`config.mk`:
```
export PLATFORM = sky130hd
export DESIGN_NAME = duty_clk_synth
export DESIGN_NICKNAME = d
export VERILOG_FILES = /design/src/rtl/dcs_pkg.sv /design/src/rtl/dcs_rst_sync.sv /design/src/rtl/dcs_cfg_reg.sv /design/src/rtl/dcs_phase_ctr.sv /design/src/rtl/dcs_hold_gen.sv /design/src/rtl/duty_clk_synth.sv
export SDC_FILE = /design/constraint.sdc
export NUM_CORES = 1
export LEC_CHECK = 0
export ABC_AREA = 1
export BUFFER_PORTS_ARGS = -buffer_cell sky130_fd_sc_hd__buf_2
export CORE_MARGIN = 2
export CORE_UTILIZATION = 53
export CTS_BUF_LIST = sky130_fd_sc_hd__clkbuf_8
export DETAILED_ROUTE_END_ITERATION = 16
export PLACE_DENSITY = 0.88
export SYNTH_ARGS = -nofsm -noshare
export SYNTH_HDL_FRONTEND = slang
export SYNTH_SLANG_ARGS = --single-unit
```
`constraint.sdc`:
```
create_clock -name clk -period 2.8 [get_ports clk]
set_input_delay 0.14 -clock clk [delete_from_list [all_inputs] [get_ports clk]]
set_output_delay 0.14 -clock clk [all_outputs]
set_load 0.02 [all_outputs]
```
`src/rtl/dcs_pkg.sv`:
```
package dcs_pkg;
  parameter int unsigned PH_W   = 8;
  parameter int unsigned WORD_W = 32;

  // Field positions within the configuration word
  localparam int unsigned LO_LSB   = 0;
  localparam int unsigned HI_LSB   = LO_LSB + PH_W;
  localparam int unsigned HOLD_LSB = HI_LSB + PH_W;
  localparam int unsigned EN_BIT   = HOLD_LSB + PH_W;

  typedef struct packed {
    logic            en;
    logic [PH_W-1:0] hold;
    logic [PH_W-1:0] hi;
    logic [PH_W-1:0] lo;
  } cfg_t;

  typedef enum logic [1:0] {
    PH_IDLE = 2'd0,
    PH_LOW  = 2'd1,
    PH_HIGH = 2'd2
  } phase_e;

  function automatic cfg_t unpack_word(input logic [WORD_W-1:0] w);
    cfg_t c;
    c.lo   = w[LO_LSB   +: PH_W];
    c.hi   = w[HI_LSB   +: PH_W];
    c.hold = w[HOLD_LSB +: PH_W];
    c.en   = w[EN_BIT];
    return c;
  endfunction
endpackage

```
`src/rtl/dcs_rst_sync.sv`:
```
module dcs_rst_sync #(
  parameter int unsigned STAGES = 2
) (
  input  logic clk,
  input  logic rst_n,
  output logic srst_n
);
  logic [STAGES-1:0] sync_q;

  // Assert asynchronously, release after STAGES clock edges
  always_ff @(posedge clk or negedge rst_n) begin
    if (!rst_n) sync_q <= '0;
    else        sync_q <= {sync_q[STAGES-2:0], 1'b1};
  end

  assign srst_n = sync_q[STAGES-1];
endmodule

```
`src/rtl/dcs_cfg_reg.sv`:
```
module dcs_cfg_reg
  import dcs_pkg::*;
(
  input  logic              clk,
  input  logic              rst_n,
  input  logic              wr_en,
  input  logic [WORD_W-1:0] wr_data,
  input  logic              load,
  output logic [WORD_W-1:0] word_q,
  output logic              pend_en,
  output cfg_t              act_q
);
  logic [WORD_W-1:0] word_d;
  cfg_t              act_d;

  // Next-state: written word, and working copy taken on load
  always_comb begin
    word_d = word_q;
    act_d  = act_q;
    if (wr_en) word_d = wr_data;
    if (load)  act_d  = unpack_word(word_q);
  end

  always_ff @(posedge clk or negedge rst_n) begin
    if (!rst_n) begin
      word_q <= '0;
      act_q  <= '0;
    end else begin
      if (wr_en) word_q <= word_d;
      if (load)  act_q  <= act_d;
    end
  end

  assign pend_en = word_q[EN_BIT];

  // working settings move only on a boundary load
  p_act_frozen_r5: assert property (@(posedge clk) disable iff (!rst_n)
    !load |=> $stable(act_q));

  // word is zero when reset has just released
  p_word_reset_r7: assert property (@(posedge clk) disable iff (!rst_n)
    $rose(rst_n) |-> (word_q == '0));

  // a write is visible on the readback in the next cycle
  p_readback_r1: assert property (@(posedge clk) disable iff (!rst_n)
    wr_en |=> (word_q == $past(wr_data)));
endmodule

```
`src/rtl/dcs_phase_ctr.sv`:
```
module dcs_phase_ctr
  import dcs_pkg::*;
(
  input  logic clk,
  input  logic rst_n,
  input  cfg_t act,
  input  logic pend_en,
  output logic load,
  output logic rise_nxt,
  output logic clk_out
);
  phase_e          st_q, st_d;
  logic [PH_W-1:0] cnt_q, cnt_d;
  logic            cnt_en;

  always_comb begin
    st_d     = st_q;
    cnt_d    = cnt_q;
    cnt_en   = 1'b0;
    load     = 1'b0;
    rise_nxt = 1'b0;
    unique case (st_q)
      PH_IDLE: begin
        load = 1'b1;
        if (act.en) begin
          st_d   = PH_LOW;
          cnt_d  = '0;
          cnt_en = 1'b1;
        end
      end
      PH_LOW: begin
        cnt_en = 1'b1;
        if (cnt_q == act.lo) begin
          st_d     = PH_HIGH;
          cnt_d    = '0;
          rise_nxt = 1'b1;
        end else begin
          cnt_d = cnt_q + 1'b1;
        end
      end
      PH_HIGH: begin
        cnt_en = 1'b1;
        if (cnt_q == act.hi) begin
          load  = 1'b1;
          cnt_d = '0;
          st_d  = pend_en ? PH_LOW : PH_IDLE;
        end else begin
          cnt_d = cnt_q + 1'b1;
        end
      end
      default: begin
        st_d   = PH_IDLE;
        cnt_d  = '0;
        cnt_en = 1'b1;
      end
    endcase
  end

  always_ff @(posedge clk or negedge rst_n) begin
    if (!rst_n) begin
      st_q  <= PH_IDLE;
      cnt_q <= '0;
    end else begin
      st_q <= st_d;
      if (cnt_en) cnt_q <= cnt_d;
    end
  end

  // Registered state drives the clock: no combinational glitch
  assign clk_out = (st_q == PH_HIGH);

  // idle with enable clear keeps the output low
  p_idle_quiet_r2: assert property (@(posedge clk) disable iff (!rst_n)
    (st_q == PH_IDLE && !act.en) |=> !clk_out);

  // rising edge only after a complete low phase
  p_rise_after_low_r3: assert property (@(posedge clk) disable iff (!rst_n)
    $rose(clk_out) |-> ($past(st_q) == PH_LOW && $past(cnt_q) == $past(act.lo)));

  // high phase is not cut short
  p_high_len_r3: assert property (@(posedge clk) disable iff (!rst_n)
    (st_q == PH_HIGH && cnt_q != act.hi) |=> clk_out);

  // falling edge only at the end of a full high phase
  p_no_runt_r8: assert property (@(posedge clk) disable iff (!rst_n)
    $fell(clk_out) |-> ($past(cnt_q) == $past(act.hi)));
endmodule

```
`src/rtl/dcs_hold_gen.sv`:
```
module dcs_hold_gen
  import dcs_pkg::*;
(
  input  logic            clk,
  input  logic            rst_n,
  input  logic            start,
  input  logic [PH_W-1:0] hold_val,
  output logic            pulse
);
  logic [PH_W-1:0] hcnt_q, hcnt_d;
  logic [PH_W-1:0] lim_q, lim_d;
  logic            armed_q, armed_d;
  logic            pulse_d;
  logic            hit;

  assign hit = armed_q && (hcnt_q == lim_q);

  always_comb begin
    hcnt_d  = hcnt_q;
    lim_d   = lim_q;
    armed_d = armed_q;
    pulse_d = 1'b0;
    if (start) begin
      // A new rising edge restarts the delay
      hcnt_d  = '0;
      lim_d   = hold_val;
      armed_d = 1'b1;
    end else if (hit) begin
      pulse_d = 1'b1;
      armed_d = 1'b0;
    end else if (armed_q) begin
      hcnt_d = hcnt_q + 1'b1;
    end
  end

  always_ff @(posedge clk or negedge rst_n) begin
    if (!rst_n) begin
      hcnt_q  <= '0;
      lim_q   <= '0;
      armed_q <= 1'b0;
      pulse   <= 1'b0;
    end else begin
      hcnt_q  <= hcnt_d;
      lim_q   <= lim_d;
      armed_q <= armed_d;
      pulse   <= pulse_d;
    end
  end

  // strobe lasts a single cycle
  p_single_cycle_r6: assert property (@(posedge clk) disable iff (!rst_n)
    pulse |=> !pulse);

  // strobe only from an armed delay
  p_needs_arm_r6: assert property (@(posedge clk) disable iff (!rst_n)
    pulse |-> $past(armed_q));
endmodule

```
`src/rtl/duty_clk_synth.sv`:
```
module duty_clk_synth
  import dcs_pkg::*;
#(
  parameter int unsigned RST_STAGES = 2
) (
  input  logic              clk,
  input  logic              rst_n,
  input  logic              wr_en,
  input  logic [WORD_W-1:0] wr_data,
  output logic [WORD_W-1:0] rd_data,
  output logic              clk_out,
  output logic              hold_pulse
);
  logic srst_n;
  logic load;
  logic rise_nxt;
  logic pend_en;
  cfg_t act;

  dcs_rst_sync #(.STAGES(RST_STAGES)) u_rst (
    .clk    (clk),
    .rst_n  (rst_n),
    .srst_n (srst_n)
  );

  dcs_cfg_reg u_cfg (
    .clk     (clk),
    .rst_n   (srst_n),
    .wr_en   (wr_en),
    .wr_data (wr_data),
    .load    (load),
    .word_q  (rd_data),
    .pend_en (pend_en),
    .act_q   (act)
  );

  dcs_phase_ctr u_phase (
    .clk      (clk),
    .rst_n    (srst_n),
    .act      (act),
    .pend_en  (pend_en),
    .load     (load),
    .rise_nxt (rise_nxt),
    .clk_out  (clk_out)
  );

  dcs_hold_gen u_hold (
    .clk      (clk),
    .rst_n    (srst_n),
    .start    (rise_nxt),
    .hold_val (act.hold),
    .pulse    (hold_pulse)
  );

  // outputs quiet right after reset release
  p_quiet_reset_r7: assert property (@(posedge clk) disable iff (!srst_n)
    $rose(srst_n) |-> (!clk_out && !hold_pulse));
endmodule

```
=== After elaboration in Yosys (flattened, before gate mapping) ===
Cells that the tools add are included.
W data, S select, Z words.

* Flip-flop bits (word level): 87
* Bits of input ports: 35
* Output and inout port bits: 34
* Word-level logic and storage cells: 52

* $add $sub $neg: 2
* Equal/unequal tests: 9
* Muxes and demuxes: 22
* Reductions and logical operators: 7

{| class="wikitable"
|+ Operators with widths
! cell !! count
|-
| $mux W8 || 6
|-
| $eq A8 B8 Y1 || 3
|-
| $pmux W8 S3 || 1
|-
| $add A8 B1 Y8 const B || 2
|-
| $mux W1 || 10
|-
| $mux W2 || 3
|-
| $pmux W2 S3 || 1
|-
| $ne A2 B1 Y1 const B || 2
|-
| $ne A2 B2 Y1 const B || 2
|-
| $reduce_and A2 Y1 || 2
|-
| $reduce_bool A2 Y1 || 2
|-
| $reduce_and A3 Y1 || 1
|-
| $eq A2 B1 Y1 const B || 1
|-
| $eq A2 B2 Y1 const B || 1
|-
| $logic_not A2 Y1 || 1
|-
| $pmux W1 S2 || 1
|-
| $logic_and A1 B1 Y1 || 1
|}

=== Logic depth before layout (Yosys ltp) ===
* Word-level depth: 5
* Depth in mapped cells: 12
* Depth with buffers taken out: 10

=== Hierarchy ===
From an unflattened synthesis, not the netlist that was laid out.

* Cell total of the unflattened synthesis: 556
* Area total of the unflattened synthesis: 4,523.1 sq um

{| class="wikitable"
|+ By module, submodules not included
! module !! instances !! cells each !! area each (sq um) !! seq. area each (sq um)
|-
| dcs_cfg_reg || 1 || 243 || 2,255.9 || 1,426.4
|-
| dcs_phase_ctr || 1 || 161 || 1,124.8 || 250.2
|-
| dcs_hold_gen || 1 || 149 || 1,088.5 || 450.4
|-
| dcs_rst_sync || 1 || 3 || 53.8 || 50.0
|}

=== Worst setup path before layout ===
OpenSTA, ideal clock, no wires.

* Path type: register -> register
* Start: reg u_phase.st_q[0]
* End: reg u_cfg.act_q[5] in the netlist's numbering
* Library setup time: 121 ps
* Data arrival time: 1,327 ps
* Slack: 1,352 ps
* Cell stages (with the launch flop): 7
* Path buffers: 1
* Path through: dfrtp_1 inv_1 ha_1 nand3_2 nand2_4 buf_6 o21ai_1

* Longest elaborated chain between the ends: 2
* Elaborated cells between the ends (all ways): 3

{| class="wikitable"
|+ RTL lines
! element !! RTL line !! text
|-
| from (decl) || dcs_phase_ctr.sv:12 || <nowiki>phase_e st_q, st_d;</nowiki>
|-
| from (signal assigned) || dcs_phase_ctr.sv:64 || <nowiki>st_q <= st_d;</nowiki>
|-
| $eq A2 B2 Y1 || n/a ||
|-
| named net clk_out || duty_clk_synth.sv:11 || <nowiki>output logic clk_out,</nowiki>
|-
| $pmux W1 S2 || dcs_phase_ctr.sv:22 || <nowiki>unique case (st_q)</nowiki>
|-
| to (signal assigned) || dcs_cfg_reg.sv:30 || <nowiki>if (load) act_q <= act_d;</nowiki>
|-
| to (decl) || dcs_cfg_reg.sv:11 || <nowiki>output cfg_t act_q</nowiki>
|}

The timed path passes the listed nets, and every way through them passes these cells.
A chain may end at the register's enable or synchronous reset.

=== Worst setup path after layout ===
* Start: reg u_phase.cnt_q[6]
* End: reg u_cfg.act_q[6] in the netlist's numbering

* Longest elaborated chain between the ends: 3

{| class="wikitable"
|+ RTL lines
! element !! RTL line !! text
|-
| from (decl) || dcs_phase_ctr.sv:13 || <nowiki>logic [PH_W-1:0] cnt_q, cnt_d;</nowiki>
|-
| from (signal assigned) || dcs_phase_ctr.sv:65 || <nowiki>if (cnt_en) cnt_q <= cnt_d;</nowiki>
|-
| $eq A8 B8 Y1 || dcs_phase_ctr.sv:43 || <nowiki>if (cnt_q == act.hi) begin</nowiki>
|-
| $mux W1 || dcs_phase_ctr.sv:43 ||
|-
| $pmux W1 S2 || dcs_phase_ctr.sv:22 ||
|}

No other way between the ends.

==> flow_metrics.env <==
export IMPL_syn_area_per_cell_sq_um=9.15
export IMPL_drive_gt1_share_pct=25.4
export IMPL_cts_setup_buffers=0
export IMPL_hpwl_microns=5820
export IMPL_start_kind="flip-flop"
export IMPL_critPathCaptureType="flip-flop"
export IMPL_cp_max_fo=50
export IMPL_yosys_register_bits=87
export IMPL_clk_pin_slew_ns=0.09
export IMPL_synth_cells=474
export IMPL_leakagePower_nw=2.63
export IMPL_clock_latency_ns=0.37
export IMPL_drc=0
export IMPL_grt_pass1_vias=3561
export IMPL_finalCritPeriodShare_pct=66.1
export IMPL_critPathKind="reg -> reg"
export IMPL_start_util_pct=55.3
export IMPL_fp_dieArea_sq_mm=0.00892
export IMPL_grt_overflow_total=0
export IMPL_p_total_mw=2.62
export IMPL_reg2reg_from="u_phase.cnt_q[6]$_DFFE_PN0P_"
export IMPL_cp_cell_sequence="xnor2_1 > nand2_1 > nor2_2 > nand3_2 > nand2_4 > nor2_1 > a21oi_2"
export IMPL_antenna_found_initial=0
export IMPL_synth_ff_type="dfrtp_1"
export IMPL_ys_types=36
export IMPL_post_drt_wl_per_cell_microns=14.2
export IMPL_crit_end="u_cfg.act_q[6]$_DFFE_PN0P_"
export IMPL_slew_viol_final=0
export IMPL_clockRootBuffer="clkbuf_8"
export IMPL_grt_pass1_wl_microns=16000
export IMPL_first_iter_violations=232
export IMPL_reg2reg_slack_ns=0.95
export IMPL_worst_ir_drop_vdd_v=0.000497
export IMPL_synthArstFlopShare_pct=100
export IMPL_worstMarginPinSlew_ns=1.05
export IMPL_max_stage_delay_ns=0.50
export IMPL_power_density_mw_per_mm2=508
export IMPL_cts_max_level=3
export IMPL_ys_seq_area_share_pct=50.2
export IMPL_slowest_stage="dfrtp_1"
export IMPL_ff2ff_path_depth=7
export IMPL_synth_nets=515
export IMPL_die_y_microns=94.5
export IMPL_crit_start="u_phase.cnt_q[6]$_DFFE_PN0P_"
export IMPL_ant_nets=0
export IMPL_critPathTopFamily="simple AND/OR/NAND/NOR gates"
export IMPL_drt_total_wl_microns=9480
export IMPL_setup_violations=0
export IMPL_critPathRequiredTime_ns=3.09
export IMPL_yosysTopAreaCell="dfrtp_1"
export IMPL_grt_max_degree=86
export IMPL_n_antenna_cell=0
export IMPL_num_vias=3454
export IMPL_routed_via_density=5.16
export IMPL_cts_path_max_buffers=2
export IMPL_cts_sinks=87
export IMPL_grt_total_usage_pct=23.2
export IMPL_timing_rr_end="u_cfg.act_q[6]$_DFFE_PN0P_"
export IMPL_dr_pass1_iters=4
export IMPL_ioPinCount=69
export IMPL_fillers=604
export IMPL_fin_setup_tns_ns=0
export IMPL_synth_edf_count=0
export IMPL_nets=603
export IMPL_area_growth_pct=19.0
export IMPL_cap_viol_max_count=0
export IMPL_outcome="complete, no violations"
export IMPL_io_buffers=68
export IMPL_die_w_microns=94.5
export IMPL_cp_num_buf_inv=0
export IMPL_cp_depth=7
export IMPL_hold_path_class="in -> reg"
export IMPL_skew_ns=0.00988
export IMPL_numCtsBuffers=9
export IMPL_period_needed_ns=1.85
export IMPL_hold_viol=0
export IMPL_cts_tree="done"
export IMPL_cp_arrival_ns=2.14
export IMPL_synth_area_top_cells="dfrtp_1 (50%), nand2_1 (11%), mux2_2 (6.0%)"
export IMPL_syn_area_sq_mm=0.00434
export IMPL_relSlewSlack_pct=30.1
export IMPL_synth_top_area_share_pct=50.2
export IMPL_ys_warn_count=0
export IMPL_globalplace_congestion=0.882
export IMPL_rsz0062_at_grt="false"
export IMPL_fmax_ghz=0.540
export IMPL_num_rows=32
export IMPL_coreArea_sq_mm=0.00785
layout by cell type, fill, tap and decap left out, types with 2 or more instances in the layout:
| cell | n |
|---|---|
| nand2_1 | 128 |
| dfrtp_1 | 86 |
| buf_2 | 68 |
| inv_1 | 54 |
| nand3_1 | 31 |
| dlygate4sd3_1 | 30 |
| nor2_1 | 25 |
| mux2_2 | 23 |
| o21ai_0 | 19 |
| xnor2_1 | 10 |
| o21ai_1 | 10 |
| nand4_1 | 10 |
| a21oi_2 | 9 |
| clkbuf_8 | 9 |
| xor2_1 | 8 |
| o21ai_2 | 8 |
| ha_1 | 6 |
| nand2_2 | 4 |
| nor2_2 | 3 |
| nand2_4 | 3 |
| inv_2 | 2 |
| nor3_1 | 2 |
| bufinv_16 | 2 |
| inv_8 | 2 |
cell families (layout without fill, tap and decap cells):
family	Yosys count	in the layout	synth area share, %
other	1	1	0.0864
xor gates and xnor gates	19	19	4.01
and+or+nand+nor	211	211	21.4
AOI/OAI and AO/OA	48	48	7.27
DFF	87	87	50.2
buffers and inverters	79	172	9.37
adders and majority gates	6	6	1.73
muxes	23	23	5.97
synthesized netlist by cell type (2+ instances only):
cell	number
ha_1	6
o21ai_1	10
a21oi_2	9
nand4_1	10
nor2_2	3
buf_2	3
nand3_1	31
buf_6	11
dfrtp_1	87
inv_2	2
nor2_1	25
nand2_1	128
xor2_1	8
o21ai_2	8
clkbuf_1	3
o21ai_0	19
nand2_4	3
nand2_2	4
inv_1	54
nor3_1	2
buf_4	2
mux2_2	23
xnor2_1	10
where the power goes:
group | internal, mW | switching, mW
Sequential | 1.30 | 0.0531
Combinational | 0.109 | 0.125
Clock | 0.526 | 0.508
registers in the layout (all words and copies together), names as in the netlist:
register,cells
u_cfg.word_q,32
u_cfg.act_q,25
u_hold.hcnt_q,8
u_hold.lim_q,8
u_phase.cnt_q,8
u_phase.st_q,2
u_rst.sync_q,2
u_hold.armed_q,1
u_hold.pulse,1
metal layers:
layer  vias to the layer above  global-route usage [%]  share of wire (%)
met3                        32                    5.27                4.2
met5                         -                       0                  0
met2                       113                    38.9                 51
met1                      1638                    26.6                 42
met4                         0                    15.1                3.3
li1                       1671                       -                  -
what timing repair did:
action,in CTS,in global routing
hold endpoints to repair,30,1
hold buffers,29,1
resized for setup,0,0
layout make-up:
| class | count | area, sq um | area share [%] |
|---|---|---|---|
| Timing Repair Buffer | 98 | 641 | 12.4 |
| Tap cell | 102 | 128 | 2.47 |
| Clock inverter | 7 | 115 | 2.23 |
| Multi-Input combinational cell | 308 | 1750 | 34.0 |
| Sequential cell | 87 | 2180 | 42.2 |
| Clock buffer | 9 | 124 | 2.40 |
| Inverter | 58 | 221 | 4.29 |
stage by stage:
| stage | hold WS [ns] | setup WS (ns) | area [sq um] | std cells | utilization, % |
|---|---|---|---|---|---|
| finish | 0.0216 | 0.949 | 5160 | 669 | 65.8 |
| global route | 0.0166 | 0.795 | 5160 | 669 | 65.8 |
| CTS | 0.00261 | 1.01 | 5150 | 668 | 65.7 |
| detailed placement | -0.0723 | 1.04 | 4620 | 623 | 58.9 |
| global placement | -0.0724 | 1.15 | 4620 | 623 | 58.9 |
| floorplan | -0.156 | 0.197 | 4340 | 474 | - |
worst min path at each step:
stage / start / to / slack, ns / depth (start not counted)
finish: wr_data[23] / u_cfg.word_q[23]$_DFFE_PN0P_ / 0.02 / 2
global route: wr_data[23] / u_cfg.word_q[23]$_DFFE_PN0P_ / 0.02 / 2
floorplan: rst_n / u_rst.sync_q[0]$_DFF_PN0_ / -0.16 / 0
global placement: rst_n / u_rst.sync_q[0]$_DFF_PN0_ / -0.07 / 1
CTS: wr_data[25] / u_cfg.word_q[25]$_DFFE_PN0P_ / 0.003 / 2
detailed placement: rst_n / u_rst.sync_q[0]$_DFF_PN0_ / -0.07 / 1
Note: power is estimated with default switching activity, not from simulation.
